[src/rtl/gpio_pkg.sv]
package gpio_pkg;
  localparam int ADDR_W = 14;
  localparam int DATA_W = 32;
  localparam int LANES  = DATA_W / 8;

  localparam logic [ADDR_W-1:0] OFF_WORD  = 14'h1000;
  localparam logic [ADDR_W-1:0] OFF_DIR   = 14'h2000;
  localparam logic [ADDR_W-1:0] OFF_MASK  = 14'h2080;
  localparam logic [ADDR_W-1:0] OFF_PORT  = 14'h2100;
  localparam logic [ADDR_W-1:0] OFF_MPORT = 14'h2180;
  localparam logic [ADDR_W-1:0] OFF_SET   = 14'h2200;
  localparam logic [ADDR_W-1:0] OFF_CLR   = 14'h2280;
  localparam logic [ADDR_W-1:0] OFF_TGL   = 14'h2300;
  localparam logic [ADDR_W-1:0] OFF_DSET  = 14'h2380;
  localparam logic [ADDR_W-1:0] OFF_DCLR  = 14'h2400;
  localparam logic [ADDR_W-1:0] OFF_DTGL  = 14'h2480;

  typedef enum logic [3:0] {
    RK_NONE, RK_BYTE, RK_WORD, RK_DIR, RK_MASK, RK_PORT, RK_MPORT,
    RK_SET, RK_CLR, RK_TGL, RK_DSET, RK_DCLR, RK_DTGL
  } reg_kind_e;

  function automatic logic [DATA_W-1:0] lane_bits(input logic [LANES-1:0] be);
    logic [DATA_W-1:0] m;
    for (int i = 0; i < LANES; i++) m[8*i +: 8] = {8{be[i]}};
    return m;
  endfunction
endpackage

[src/rtl/gpio_sync.sv]
module gpio_sync #(
  parameter int W = 32
) (
  input  logic         clk,
  input  logic         rst_n,
  input  logic [W-1:0] d,
  output logic [W-1:0] q
);
  logic [W-1:0] stage1_q;
  logic [W-1:0] stage2_q;

  always_ff @(posedge clk or negedge rst_n) begin
    if (!rst_n) begin
      stage1_q <= '0;
      stage2_q <= '0;
    end else begin
      stage1_q <= d;
      stage2_q <= stage1_q;
    end
  end

  assign q = stage2_q;
endmodule

[src/rtl/gpio_decode.sv]
module gpio_decode
  import gpio_pkg::*;
#(
  parameter int NPINS = 32,
  localparam int PIN_W = $clog2(NPINS)
) (
  input  logic [ADDR_W-1:0] addr,
  output reg_kind_e         kind,
  output logic [PIN_W-1:0]  pin
);
  localparam logic [ADDR_W-1:0] BYTE_END = ADDR_W'(NPINS);
  localparam logic [ADDR_W-1:0] WORD_END = OFF_WORD + ADDR_W'(4 * NPINS);

  logic [ADDR_W-1:0] word_off;

  always_comb begin
    word_off = addr - OFF_WORD;
    kind     = RK_NONE;
    pin      = '0;
    if (addr < BYTE_END) begin
      kind = RK_BYTE;
      pin  = addr[PIN_W-1:0];
    end else if (addr >= OFF_WORD && addr < WORD_END && addr[1:0] == 2'b00) begin
      kind = RK_WORD;
      pin  = word_off[PIN_W+1:2];
    end else begin
      case (addr)
        OFF_DIR:   kind = RK_DIR;
        OFF_MASK:  kind = RK_MASK;
        OFF_PORT:  kind = RK_PORT;
        OFF_MPORT: kind = RK_MPORT;
        OFF_SET:   kind = RK_SET;
        OFF_CLR:   kind = RK_CLR;
        OFF_TGL:   kind = RK_TGL;
        OFF_DSET:  kind = RK_DSET;
        OFF_DCLR:  kind = RK_DCLR;
        OFF_DTGL:  kind = RK_DTGL;
        default:   kind = RK_NONE;
      endcase
    end
  end
endmodule

[src/rtl/gpio_regs.sv]
module gpio_regs
  import gpio_pkg::*;
#(
  parameter int NPINS = 32,
  localparam int PIN_W = $clog2(NPINS)
) (
  input  logic              clk,
  input  logic              rst_n,
  input  logic              we,
  input  reg_kind_e         kind,
  input  logic [PIN_W-1:0]  pin,
  input  logic [LANES-1:0]  be,
  input  logic [DATA_W-1:0] wdata,
  output logic [NPINS-1:0]  latch_q,
  output logic [NPINS-1:0]  dir_q,
  output logic [NPINS-1:0]  mask_q
);
  logic [DATA_W-1:0] full_wm;
  logic [NPINS-1:0]  wm;
  logic [NPINS-1:0]  wd;
  logic [NPINS-1:0]  latch_n, dir_n, mask_n;
  logic              latch_en, dir_en, mask_en;

  // next-state
  always_comb begin
    full_wm = lane_bits(be);
    wm      = full_wm[NPINS-1:0];
    wd      = wdata[NPINS-1:0] & wm;
    latch_n = latch_q;
    dir_n   = dir_q;
    mask_n  = mask_q;
    case (kind)
      RK_BYTE:  if (be[pin[1:0]]) latch_n[pin] = wdata[{pin[1:0], 3'b000}];
      RK_WORD:  if (|be) latch_n[pin] = |(wdata & full_wm);
      RK_PORT:  latch_n = (latch_q & ~wm) | wd;
      RK_MPORT: latch_n = (latch_q & ~(wm & ~mask_q)) | (wd & ~mask_q);
      RK_SET:   latch_n = latch_q | wd;
      RK_CLR:   latch_n = latch_q & ~wd;
      RK_TGL:   latch_n = latch_q ^ wd;
      RK_DIR:   dir_n   = (dir_q & ~wm) | wd;
      RK_DSET:  dir_n   = dir_q | wd;
      RK_DCLR:  dir_n   = dir_q & ~wd;
      RK_DTGL:  dir_n   = dir_q ^ wd;
      RK_MASK:  mask_n  = (mask_q & ~wm) | wd;
      default:  ;
    endcase
    latch_en = we && (kind inside {RK_BYTE, RK_WORD, RK_PORT, RK_MPORT,
                                   RK_SET, RK_CLR, RK_TGL});
    dir_en   = we && (kind inside {RK_DIR, RK_DSET, RK_DCLR, RK_DTGL});
    mask_en  = we && (kind == RK_MASK);
  end

  // registers
  always_ff @(posedge clk or negedge rst_n) begin
    if (!rst_n) begin
      latch_q <= '0;
      dir_q   <= '0;
      mask_q  <= '0;
    end else begin
      if (latch_en) latch_q <= latch_n;
      if (dir_en)   dir_q   <= dir_n;
      if (mask_en)  mask_q  <= mask_n;
    end
  end
endmodule

[src/rtl/gpio_port_ctrl.sv]
module gpio_port_ctrl
  import gpio_pkg::*;
#(
  parameter int NPINS = 32
) (
  input  logic              clk,
  input  logic              rst_n,
  input  logic [ADDR_W-1:0] bus_addr,
  input  logic              bus_we,
  input  logic [LANES-1:0]  bus_be,
  input  logic [DATA_W-1:0] bus_wdata,
  output logic [DATA_W-1:0] bus_rdata,
  output logic              bus_ready,
  input  logic [NPINS-1:0]  pad_in,
  output logic [NPINS-1:0]  pad_out,
  output logic [NPINS-1:0]  pad_oe
);
  localparam int PIN_W = $clog2(NPINS);

  logic [1:0]       rst_sync_q;
  logic             rst_int_n;
  reg_kind_e        kind;
  logic [PIN_W-1:0] pin;
  logic [NPINS-1:0] pins_s, latch_q, dir_q, mask_q;
  logic [DATA_W-1:0] rd;

  // asynchronous assert, synchronous release
  always_ff @(posedge clk or negedge rst_n) begin
    if (!rst_n) rst_sync_q <= 2'b00;
    else        rst_sync_q <= {rst_sync_q[0], 1'b1};
  end
  assign rst_int_n = rst_sync_q[1];

  gpio_sync #(.W(NPINS)) sync_i (
    .clk(clk), .rst_n(rst_int_n), .d(pad_in), .q(pins_s)
  );

  gpio_decode #(.NPINS(NPINS)) dec_i (
    .addr(bus_addr), .kind(kind), .pin(pin)
  );

  gpio_regs #(.NPINS(NPINS)) regs_i (
    .clk(clk), .rst_n(rst_int_n), .we(bus_we), .kind(kind), .pin(pin),
    .be(bus_be), .wdata(bus_wdata),
    .latch_q(latch_q), .dir_q(dir_q), .mask_q(mask_q)
  );

  always_comb begin
    rd = '0;
    case (kind)
      RK_BYTE:  rd[{pin[1:0], 3'b000}] = pins_s[pin];
      RK_WORD:  rd = {DATA_W{pins_s[pin]}};
      RK_DIR:   rd[NPINS-1:0] = dir_q;
      RK_MASK:  rd[NPINS-1:0] = mask_q;
      RK_PORT:  rd[NPINS-1:0] = pins_s;
      RK_MPORT: rd[NPINS-1:0] = pins_s & ~mask_q;
      RK_SET:   rd[NPINS-1:0] = latch_q;
      default:  rd = '0;
    endcase
  end

  assign bus_rdata = rd;
  assign bus_ready = 1'b1;
  assign pad_out   = latch_q;
  assign pad_oe    = dir_q;
endmodule

[config.mk]
export PLATFORM = sky130hd
export DESIGN_NAME = gpio_port_ctrl
export DESIGN_NICKNAME = d
export VERILOG_FILES = /design/src/rtl/gpio_pkg.sv /design/src/rtl/gpio_sync.sv /design/src/rtl/gpio_decode.sv /design/src/rtl/gpio_regs.sv /design/src/rtl/gpio_port_ctrl.sv
export SDC_FILE = /design/constraint.sdc
export NUM_CORES = 1
export LEC_CHECK = 0
export BUFFER_PORTS_ARGS = -buffer_cell sky130_fd_sc_hd__buf_2
export CORE_UTILIZATION = 55
export CTS_BUF_LIST = sky130_fd_sc_hd__clkbuf_4
export CTS_CLUSTER_SIZE = 24
export DETAILED_ROUTE_END_ITERATION = 8
export GPL_ROUTABILITY_DRIVEN = 1
export GPL_TIMING_DRIVEN = 0
export PLACE_DENSITY = 0.75
export REMOVE_ABC_BUFFERS = 1
export SYNTH_ARGS = -nofsm -noshare
export SYNTH_HDL_FRONTEND = slang
export SYNTH_SLANG_ARGS = --single-unit
[constraint.sdc]
create_clock -name clk -period 7.5 [get_ports clk]
set_clock_uncertainty 0.05 [all_clocks]
set_input_delay 1.125 -clock clk [delete_from_list [all_inputs] [get_ports clk]]
set_output_delay 1.125 -clock clk [all_outputs]
set_load 0.01 [all_outputs]
# After elaboration in Yosys (flattened, before gate mapping)
# Index checks and enable logic that the tools add are counted.
[word_totals]
regBits = 162
inputBits = 85
[op_classes]
reduce_logical = 15
mux = 22
n_bitwise = 23
n_eq_ne = 24
order_cmp = 8
addsub = 1
[ops]
columns = ["operator", "n"]
rows = [
  ["32-bit one-hot mux with 7 select lines", 2],
  ["32-bit AND", 10],
  ["32-bit OR", 6],
  ["14-bit equality test, second input constant", 10],
  ["32-bit NOT", 4],
  ["32-bit one-hot mux with 4 select lines", 1],
  ["32-bit bitwise mux", 2],
  ["32-bit two-way mux", 2],
  ["32-bit XOR", 2],
  ["4-bit one-hot mux with 10 select lines", 1],
  ["32-bit by 25-bit AND with 32-bit output", 1],
  ["32-bit OR reduction", 1],
  ["4-bit equality test, second input constant", 5],
  ["4-bit by 3-bit equality test with 1-bit output, second input constant", 4],
  ["14-bit by 13-bit >= comparator with 1-bit output, second input constant", 1],
  ["14-bit by 13-bit < comparator with 1-bit output, second input constant", 1],
  ["14-bit by 6-bit < comparator with 1-bit output, second input constant", 1],
  ["5-bit by 6-bit < comparator with 1-bit output, second input constant", 2],
  ["5-bit by 1-bit >= comparator with 1-bit output, second input constant", 2],
  ["5-bit two-way mux", 2],
  ["4-bit by 2-bit equality test with 1-bit output, second input constant", 2],
  ["4-bit two-way mux", 2],
  ["1-bit logical AND", 7],
  ["7-bit nonzero test", 1],
  ["other kinds (14)", 21],
]

# Depth between registers and ports, before layout
# Gate-level depths: netlist of the first run.
[depth]
ltp_word = 12
mapped_depth = 11
ltp_nobuf = 7

# Modules after synthesis
# A second synthesis of the first run with hierarchy kept.
[hier_totals]
cells_unflattened = 1176
area_unflattened_um2 = 11332.1
[modules_own_cells]
columns = ["module", "seq_area_each_um2", "n_inst", "cells_per_inst", "area_each_um2"]
rows = [
  ["gpio_regs", 2402.3, 1, 810, 7352.1],
  ["gpio_port_ctrl", 50.0, 1, 270, 2153.3],
  ["gpio_sync", 1601.5, 1, 64, 1601.5],
  ["gpio_decode", 0.0, 1, 32, 225.2],
]

# Worst setup path after synthesis of the first run
# No wires, ideal clock.
[synth_path]
kind = "input-to-output"
start = "in bus_addr[8]"
end = "out bus_rdata[23]"
t_required_ns = 6.325
setup_slack_ns = 2.842
cell_stages = 10
path_buffers = 3
arrival_time_ns = 3.483
cell_sequence = "clkbuf_1 or3_1 nor3_1 buf_2 o21ai_0 a32oi_1 o2111ai_1 a2111oi_2 clkbuf_1 o21ai_0"
[synth_between]
elab_chain_cells = 9
[synth_lines]
columns = ["element", "line", "source"]
rows = [
  ["start: declaration", "gpio_port_ctrl.sv:8", "input logic [ADDR_W-1:0] bus_addr,"],
  ["14-bit by 13-bit >= comparator with 1-bit output or 14-bit by 13-bit < comparator with 1-bit output (tied branches)", "gpio_decode.sv:23", "end else if (addr >= OFF_WORD && addr < WORD_END && addr[1:0] == 2'b00) begin"],
  ["1-bit logical AND (2 in series)", "gpio_decode.sv:23", ""],
  ["5-bit two-way mux", "gpio_decode.sv:23", ""],
  ["5-bit two-way mux", "gpio_decode.sv:20", "if (addr < BYTE_END) begin"],
  ["1-bit binary-select mux with 5-bit select", "gpio_port_ctrl.sv:51, gpio_port_ctrl.sv:52", ""],
  ["1-bit two-way mux (implied by the code)", "gpio_port_ctrl.sv:51, gpio_port_ctrl.sv:52", ""],
  ["32-bit by 25-bit AND with 32-bit output (no source line)", "--", ""],
  ["32-bit one-hot mux with 7 select lines (*)", "gpio_port_ctrl.sv:50", "case (kind)"],
  ["end: declaration", "gpio_port_ctrl.sv:12", "output logic [DATA_W-1:0] bus_rdata,"],
]
# Every way passes the cells marked *; elsewhere a longest branch is shown, timed or not. The select of a mux whose other input is x is not followed.

# Final worst setup path of the first run
[layout_path]
start = "in bus_addr[6]"
end = "out bus_rdata[8]"
[layout_between]
elab_chain_cells = 11
[layout_lines]
columns = ["element", "line", "source"]
rows = [
  ["14-bit by 13-bit >= comparator with 1-bit output or 14-bit by 13-bit < comparator with 1-bit output (tied branches)", "gpio_decode.sv:23", ""],
  ["1-bit logical AND (2 in series)", "gpio_decode.sv:23", ""],
  ["5-bit two-way mux", "gpio_decode.sv:23", ""],
  ["5-bit two-way mux", "gpio_decode.sv:20", ""],
  ["5-bit by 6-bit < comparator with 1-bit output (implied by the code) or 5-bit by 1-bit >= comparator with 1-bit output (tied branches)", "gpio_port_ctrl.sv:51", "RK_BYTE: rd[{pin[1:0], 3'b000}] = pins_s[pin];"],
  ["1-bit logical AND (implied by the code)", "gpio_port_ctrl.sv:51", ""],
  ["1-bit two-way mux (implied by the code)", "gpio_port_ctrl.sv:51", ""],
  ["1-bit demux with 2-bit select", "gpio_port_ctrl.sv:51", ""],
  ["32-bit by 25-bit AND with 32-bit output (no source line)", "--", ""],
  ["32-bit one-hot mux with 7 select lines (*)", "gpio_port_ctrl.sv:50", ""],
]
# Marked as above.

==> results.py, run 1 <==
metrics = {
    "synth": {
        "dominantRegCellSynth": "dfrtp_1",
        "netlist_top_cells_area": "dfrtp_1 34%, a21oi_1 7.4%, ha_1 6.6%, nor2_1 5.0%, o21ai_0 4.8%",
        "synth_top_area_cell": "dfrtp_1",
        "async_reset_ff_share_pct": 100,
        "yosys.area_share.simple_pct": 16.4,
        "synthTopCellsByCount": "179 x a21oi_1, 162 x dfrtp_1, 160 x nor2_1",
        "ys_seq_area_share_pct": 33.6,
        "yosysWarningCount": 0,
        "synth-seq-cells": 162,
        "synth_top_family_by_area": "compound AO/OA/AOI/OAI gates",
        "netlist_area_mm2": 0.0121,
        "yosysMostFrequentCell": "a21oi_1",
        "synth_mux_area_share_pct": 7.68,
        "syn-instance-count": 1472,
        "avgSynthCellArea_um2": 8.21,
        "synth_top_cell_area_share_pct": 33.6,
        "synth-edff-count": 0,
        "synthXorXnorAreaFrac_pct": 0.0725,
        "synth_compound_area_share_pct": 29.2,
        "synthAdderAreaFrac_pct": 6.63,
        "synth_cell_types": 79,
    },
    "finish": {
        "post-route-util_pct": 63.9,
        "final_area_mm2": 0.0136,
        "drive_above_1_share_pct": 19.9,
        "fillers": 1856,
        "area_delta_synth_final_pct": 12.6,
        "fin_nets": 1728,
        "instances_no_fill": 1869,
    },
    "outcome": {
        "outcome": "finished clean",
    },
    "clock_tree": {
        "clock_latency_ns": 0.61,
        "cts-root-buf": "clkbuf_4",
        "htree_levels": 4,
        "clockBufferDepth": 2,
        "holdBufCountCts": 0,
        "ctsResizeCount": 0,
        "cts_made_buffers": 17,
        "cts_setup_buffers": 0,
        "cts_tree": "done",
        "clock_sinks": 162,
        "clk_pin_slew_ns": 0.16,
    },
    "die": {
        "die_y_um": 150,
        "dieArea_mm2": 0.0226,
        "die_w_um": 150,
        "start_util_pct": 56.8,
        "rows": 53,
        "pin_count": 182,
        "coreArea_mm2": 0.0213,
    },
    "grt": {
        "grt_max_degree": 62,
        "antenna_found_initial": 3,
        "overflow": 0,
        "grt_pass1_wl_mm": 66.2,
        "grt_pass1_vias": 11800,
        "grt_usage_pct": 38.9,
    },
    "critical_path": {
        "r2r_cells": 7,
        "timing_worst_setup_path_type": "input pin to output port",
        "cp_max_fo": 18,
        "end_kind": "output port",
        "critPathLaunch": "bus_addr[6]",
        "crit_arrival_ns": 5.52,
        "endpoint": "bus_rdata[8]",
        "regToRegSetupSlack_ns": 5.67,
        "cp.required_ns": 6.32,
        "worstSetupStartpointType": "input pin",
    },
    "pwr": {
        "ir_drop_mv": 0.0984,
        "power_w": 0.00165,
        "p_leak_nw": 6.04,
        "power.density_mw_per_mm2": 121,
    },
    "placement": {
        "place.gp.congestion": 0.961,
        "place_area_mm2": 0.0133,
        "hpwl_mm": 29.0,
        "placed_cells": 1835,
        "portBuffers": 180,
    },
    "route": {
        "drcViolationCount": 0,
        "finalWirelength_mm": 43.6,
        "drtIter0Drc": 1835,
        "avgViaCountPerCell": 6.86,
        "wire_per_inst_um": 23.3,
        "firstDrtPassIters": 9,
        "ant_nets": 0,
        "via_count": 12800,
    },
    "timing": {
        "maxSlewViolCount": 0,
        "worstMarginPinSlew_ns": 1.42,
        "slew_headroom_pct": 5.46,
        "setup_viol": 0,
        "min_period_over_period_pct": 89.3,
        "max_freq_mhz": 149,
        "fin_setup_tns_ns": 0,
        "min_period_ns": 6.70,
        "hold_viol_final": 0,
        "rsz0062_at_grt": "no",
    },
    "job": {
        "drv_cap": 0,
    },
    "hold_path": {
        "min_path_type": "input pin to asynchronous set/reset pin",
    },
}
## critical path, cell delays in order
cell and delay [ns]:
buf_2 0.17, nor4_4 0.80, a22oi_1 0.59, a21oi_2 0.87
a211oi_1 0.19, a2111oi_4 0.79, buf_6 0.26, buf_6 0.18
nor2_1 0.06, a21oi_1 0.28, buf_2 0.19
## power breakdown
| part | leakage [nW] | switching (W) | total (W) | internal (W) |
|---|---|---|---|---|
| Clock | 0.131 | 0.000366 | 0.000539 | 0.000173 |
| Sequential | 2.01 | 0.0000183 | 0.000911 | 0.000893 |
| Combinational | 3.90 | 0.000129 | 0.000197 | 0.0000681 |
| Total | 6.04 | 0.000514 | 0.00165 | 0.00113 |
## layer usage
layer / track usage (%) / wire, µm / vias to the layer above
met4: 21.9 / 2350 / 2
met3: 9.03 / 5740 / 195
met5: 0 / 13 / -
li1: - / - / 5672
met2: 59.4 / 19100 / 938
met1: 50.6 / 16300 / 6007
## layout by cell type, fill, tap and decap left out, types with 6 or more instances in the layout
| cell type | Yosys | routed |
|---|---|---|
| mux2_2 | 38 | 38 |
| mux2i_1 | 50 | 50 |
| nand2b_1 | 8 | 8 |
| a31oi_1 | 24 | 24 |
| nand2_1 | 130 | 128 |
| ha_1 | 64 | 64 |
| or2_2 | 9 | 9 |
| nor3_1 | 28 | 25 |
| o21ai_0 | 117 | 117 |
| and3_1 | 8 | 7 |
| o31ai_1 | 37 | 37 |
| nand3_1 | 19 | 18 |
| o41a_1 | 15 | 15 |
| or3_1 | 8 | 8 |
| buf_6 | 3 | 13 |
| clkbuf_4 | 0 | 18 |
| o211ai_1 | 7 | 7 |
| o22ai_1 | 17 | 17 |
| inv_1 | 71 | 71 |
| or4_1 | 6 | 6 |
| a222oi_1 | 36 | 36 |
| buf_2 | 19 | 180 |
| nor2_1 | 160 | 158 |
| a21oi_1 | 179 | 179 |
| dfrtp_1 | 162 | 161 |
| nand4_1 | 9 | 9 |
| a21boi_0 | 19 | 19 |
| nor2b_1 | 9 | 9 |
| a211oi_1 | 7 | 7 |
| o221ai_1 | 19 | 19 |
| o31a_1 | 7 | 7 |
## through the flow
| step | hold WS [ns] | setup WS [ns] |
|---|---|---|
| 2_1_floorplan | 0.281 | -0.0884 |
| 3_3_place_gp | 0.281 | -6.21 |
| 3_5_place_dp | 0.285 | 0.740 |
| 4_1_cts | 0.194 | 0.713 |
| 5_1_grt | 0.179 | 0.672 |
| 6_report | 0.212 | 0.805 |
## cells by family (layout without fill, tap and decap cells)
group | count (synthesis) | in the layout
AO/OA/AOI/OAI | 538 | 538
AND/OR/NAND/NOR | 425 | 425
buffers and inverters | 193 | 312
flip-flops | 162 | 162
multiplexers | 88 | 88
adder cells (fa/ha/maj) | 64 | 64
other | 1 | 4
XOR/XNOR | 1 | 1
## area by class of cell
type                    instances  area (µm²)  area share (%)
diodes                          2        5.00          0.0368
clock buffers                  18         135           0.993
clock inverters                14         131           0.966
inverters                      71         267            1.96
multi-input cells            1118        7330            53.9
flip-flops and latches        162        4060            29.8
well taps                     275         344            2.53
repair buffers                209        1330            9.76
## worst min-delay path by stage
stage | start | endpoint | slack (ns) | cells past startpoint
final | rst_n | rst_sync_q[1] | 0.21 | 1
after global placement | sync_i.stage1_q[7] | sync_i.q[7] | 0.28 | 0
after CTS | rst_n | rst_sync_q[1] | 0.19 | 1
after floorplan | rst_sync_q[0] | rst_sync_q[1] | 0.28 | 0
after detailed placement | sync_i.stage1_q[3] | sync_i.q[3] | 0.28 | 0
after global routing | rst_n | rst_sync_q[1] | 0.18 | 1
No activity file was read; power rests on OpenSTA's default activity.
==> run 2, diff against run 1 <==
--- a/config.mk
+++ b/config.mk
@@ -5,14 +5,15 @@
 export SDC_FILE = /design/constraint.sdc
 export NUM_CORES = 1
 export LEC_CHECK = 0
-export BUFFER_PORTS_ARGS = -buffer_cell sky130_fd_sc_hd__buf_2
+export ABC_CLOCK_PERIOD_IN_PS = 7500
 export CORE_UTILIZATION = 55
 export CTS_BUF_LIST = sky130_fd_sc_hd__clkbuf_4
 export CTS_CLUSTER_SIZE = 24
 export DETAILED_ROUTE_END_ITERATION = 8
+export DONT_BUFFER_PORTS = 1
 export GPL_ROUTABILITY_DRIVEN = 1
 export GPL_TIMING_DRIVEN = 0
-export PLACE_DENSITY = 0.75
+export PLACE_DENSITY = 0.68
 export REMOVE_ABC_BUFFERS = 1
 export SYNTH_ARGS = -nofsm -noshare
 export SYNTH_HDL_FRONTEND = slang
==> results.py, run 2 (synthesis gave the netlist of run 1 again) <==
metrics = {
    "outcome": {
        "outcome": "finished clean",
    },
    "hold_path": {
        "min_path_type": "input pin to asynchronous set/reset pin",
    },
    "finish": {
        "final_common_cell": "a21oi_1",
        "multi_input_comb_area_mm2": 0.00734,
        "post-route-util_pct": 59.5,
        "fin_nets": 1545,
        "layout_common_cells": "179 x a21oi_1, 161 x dfrtp_1, 158 x nor2_1",
        "instances_no_fill": 1685,
        "drive_above_1_share_pct": 9.58,
        "fillers": 1872,
        "area_delta_synth_final_pct": 4.76,
        "layout.area.seq_mm2": 0.00406,
    },
    "critical_path": {
        "critPathLaunch": "bus_addr[9]",
        "slowest_delay_ns": 0.83,
        "crit_arrival_ns": 5.27,
        "endpoint": "bus_rdata[8]",
        "cp_cell_sequence": "nor2_1 > nand2_1 > nor2_2 > mux2i_1 > o211ai_1 > a2111oi_4 > buf_6 > buf_6 > a21oi_1",
        "cp_common_cell": "buf_6",
        "r2r_cells": 5,
        "timing_worst_setup_path_type": "input pin to output port",
        "cp_slowest_cell": "a2111oi_4",
        "regToRegSetupSlack_ns": 5.57,
        "cp_max_fo": 19,
        "cp.required_ns": 6.32,
        "end_kind": "output port",
        "worstSetupStartpointType": "input pin",
    },
    "clock_tree": {
        "cts_setup_buffers": 0,
        "clk_pin_slew_ns": 0.18,
        "clock_sinks": 162,
        "htree_levels": 4,
        "clockBufferDepth": 2,
        "cts_tree": "done",
        "ctsResizeCount": 0,
        "cts_made_buffers": 17,
        "cts-root-buf": "clkbuf_4",
        "clock_latency_ns": 0.63,
        "holdBufCountCts": 0,
    },
    "route": {
        "drcViolationCount": 0,
        "finalWirelength_mm": 42.9,
        "firstDrtPassIters": 6,
        "avgViaCountPerCell": 7.12,
        "drtIter0Drc": 1716,
        "wire_per_inst_um": 25.4,
        "via_count": 12000,
        "ant_nets": 0,
    },
    "timing": {
        "maxSlewViolCount": 0,
        "min_period_ns": 6.44,
        "rsz0062_at_grt": "no",
        "fin_setup_tns_ns": 0,
        "hold_viol_final": 0,
        "min_period_over_period_pct": 85.9,
        "setup_viol": 0,
        "slew_headroom_pct": 9.37,
        "worstMarginPinSlew_ns": 1.36,
        "max_freq_mhz": 155,
        "setup_ws_ns": 1.06,
    },
    "pwr": {
        "p_leak_nw": 5.23,
        "power.density_mw_per_mm2": 125,
        "ir_drop_mv": 0.0980,
    },
    "placement": {
        "portBuffers": 0,
        "dpl_worst_slack_ns": 1.24,
        "place.gp.congestion": 0.921,
        "placed_cells": 1652,
        "hpwl_mm": 28.7,
    },
    "die": {
        "dieArea_mm2": 0.0226,
        "start_util_pct": 56.8,
        "die_y_um": 150,
        "pin_count": 182,
        "coreArea_mm2": 0.0213,
        "rows": 53,
        "die_w_um": 150,
    },
    "grt": {
        "antenna_found_initial": 2,
        "overflow": 0,
        "grt_pass1_vias": 11300,
        "grt_pass1_wl_mm": 65.0,
        "grt_usage_pct": 38.4,
        "grt_max_degree": 68,
    },
    "job": {
        "drv_cap": 0,
    },
}
==> run 2: cell types whose count changed in the layout (fill, tap and decap cells not counted), sizes merged <==
cell	delta
clkinv	+1
inv	+4
clkinvlp	-3
bufinv	-1
diode	-1
clkbuf	-1
buf	-183
==> run 2: power by group <==
part	total, W	switching (W)	internal, W
clock	0.000534	0.000386	0.000149
combinational	0.000140	0.0000869	0.0000528
sequential	0.000910	0.0000173	0.000893
total	0.00158	0.000490	0.00109
==> run 2: through the flow <==
| step | cell area, µm² | hold slack, ns | total power [W] |
|---|---|---|---|
| after floorplan | 11600 | 0.281 | 0.00102 |
| after global placement | 11900 | 0.281 | 0.00105 |
| after detailed placement | 12400 | 0.231 | 0.00106 |
| after global routing | 12700 | 0.0665 | 0.00164 |
| final | 12700 | 0.101 | 0.00158 |
| after CTS | 12700 | 0.0861 | 0.00159 |
==> run 2: cell type report <==
type / count / area share, %
diodes: 1 / 0.0198
clock buffers: 17 / 1.01
clock inverters: 15 / 1.14
inverters: 71 / 2.11
multi-input cells: 1118 / 58.0
flip-flops and latches: 162 / 32.1
well taps: 275 / 2.72
repair buffers: 26 / 3.00
==> run 2: worst max-delay path, delay by kind of cell <==
family | cells | cell delay, ns
buffers and inverters | 2 | 0.42
AOI/OAI and AO/OA | 3 | 1.21
muxes | 1 | 0.44
and+or+nand+nor | 3 | 2.04
==> run 2: worst min-delay path by stage <==
stage | from | to | slack (ns) | cells after the start
6_report | rst_n | rst_sync_q[1] | 0.10 | 0
5_1_grt | rst_n | rst_sync_q[1] | 0.07 | 0
4_1_cts | rst_n | rst_sync_q[1] | 0.09 | 0
3_5_place_dp | rst_sync_q[1] | sync_i.q[23] | 0.23 | 0
3_3_place_gp | sync_i.stage1_q[20] | sync_i.q[20] | 0.28 | 0
2_1_floorplan | rst_sync_q[0] | rst_sync_q[1] | 0.28 | 0
==> run 2: layer usage <==
layer  vias up  global-route usage, %  share of wire (%)
met5         -                      0                  0
met4         0                   20.0                4.8
met3       172                   12.5                 13
met2       807                   58.8                 44
met1      5688                   48.3                 38
li1       5322                      -                  -
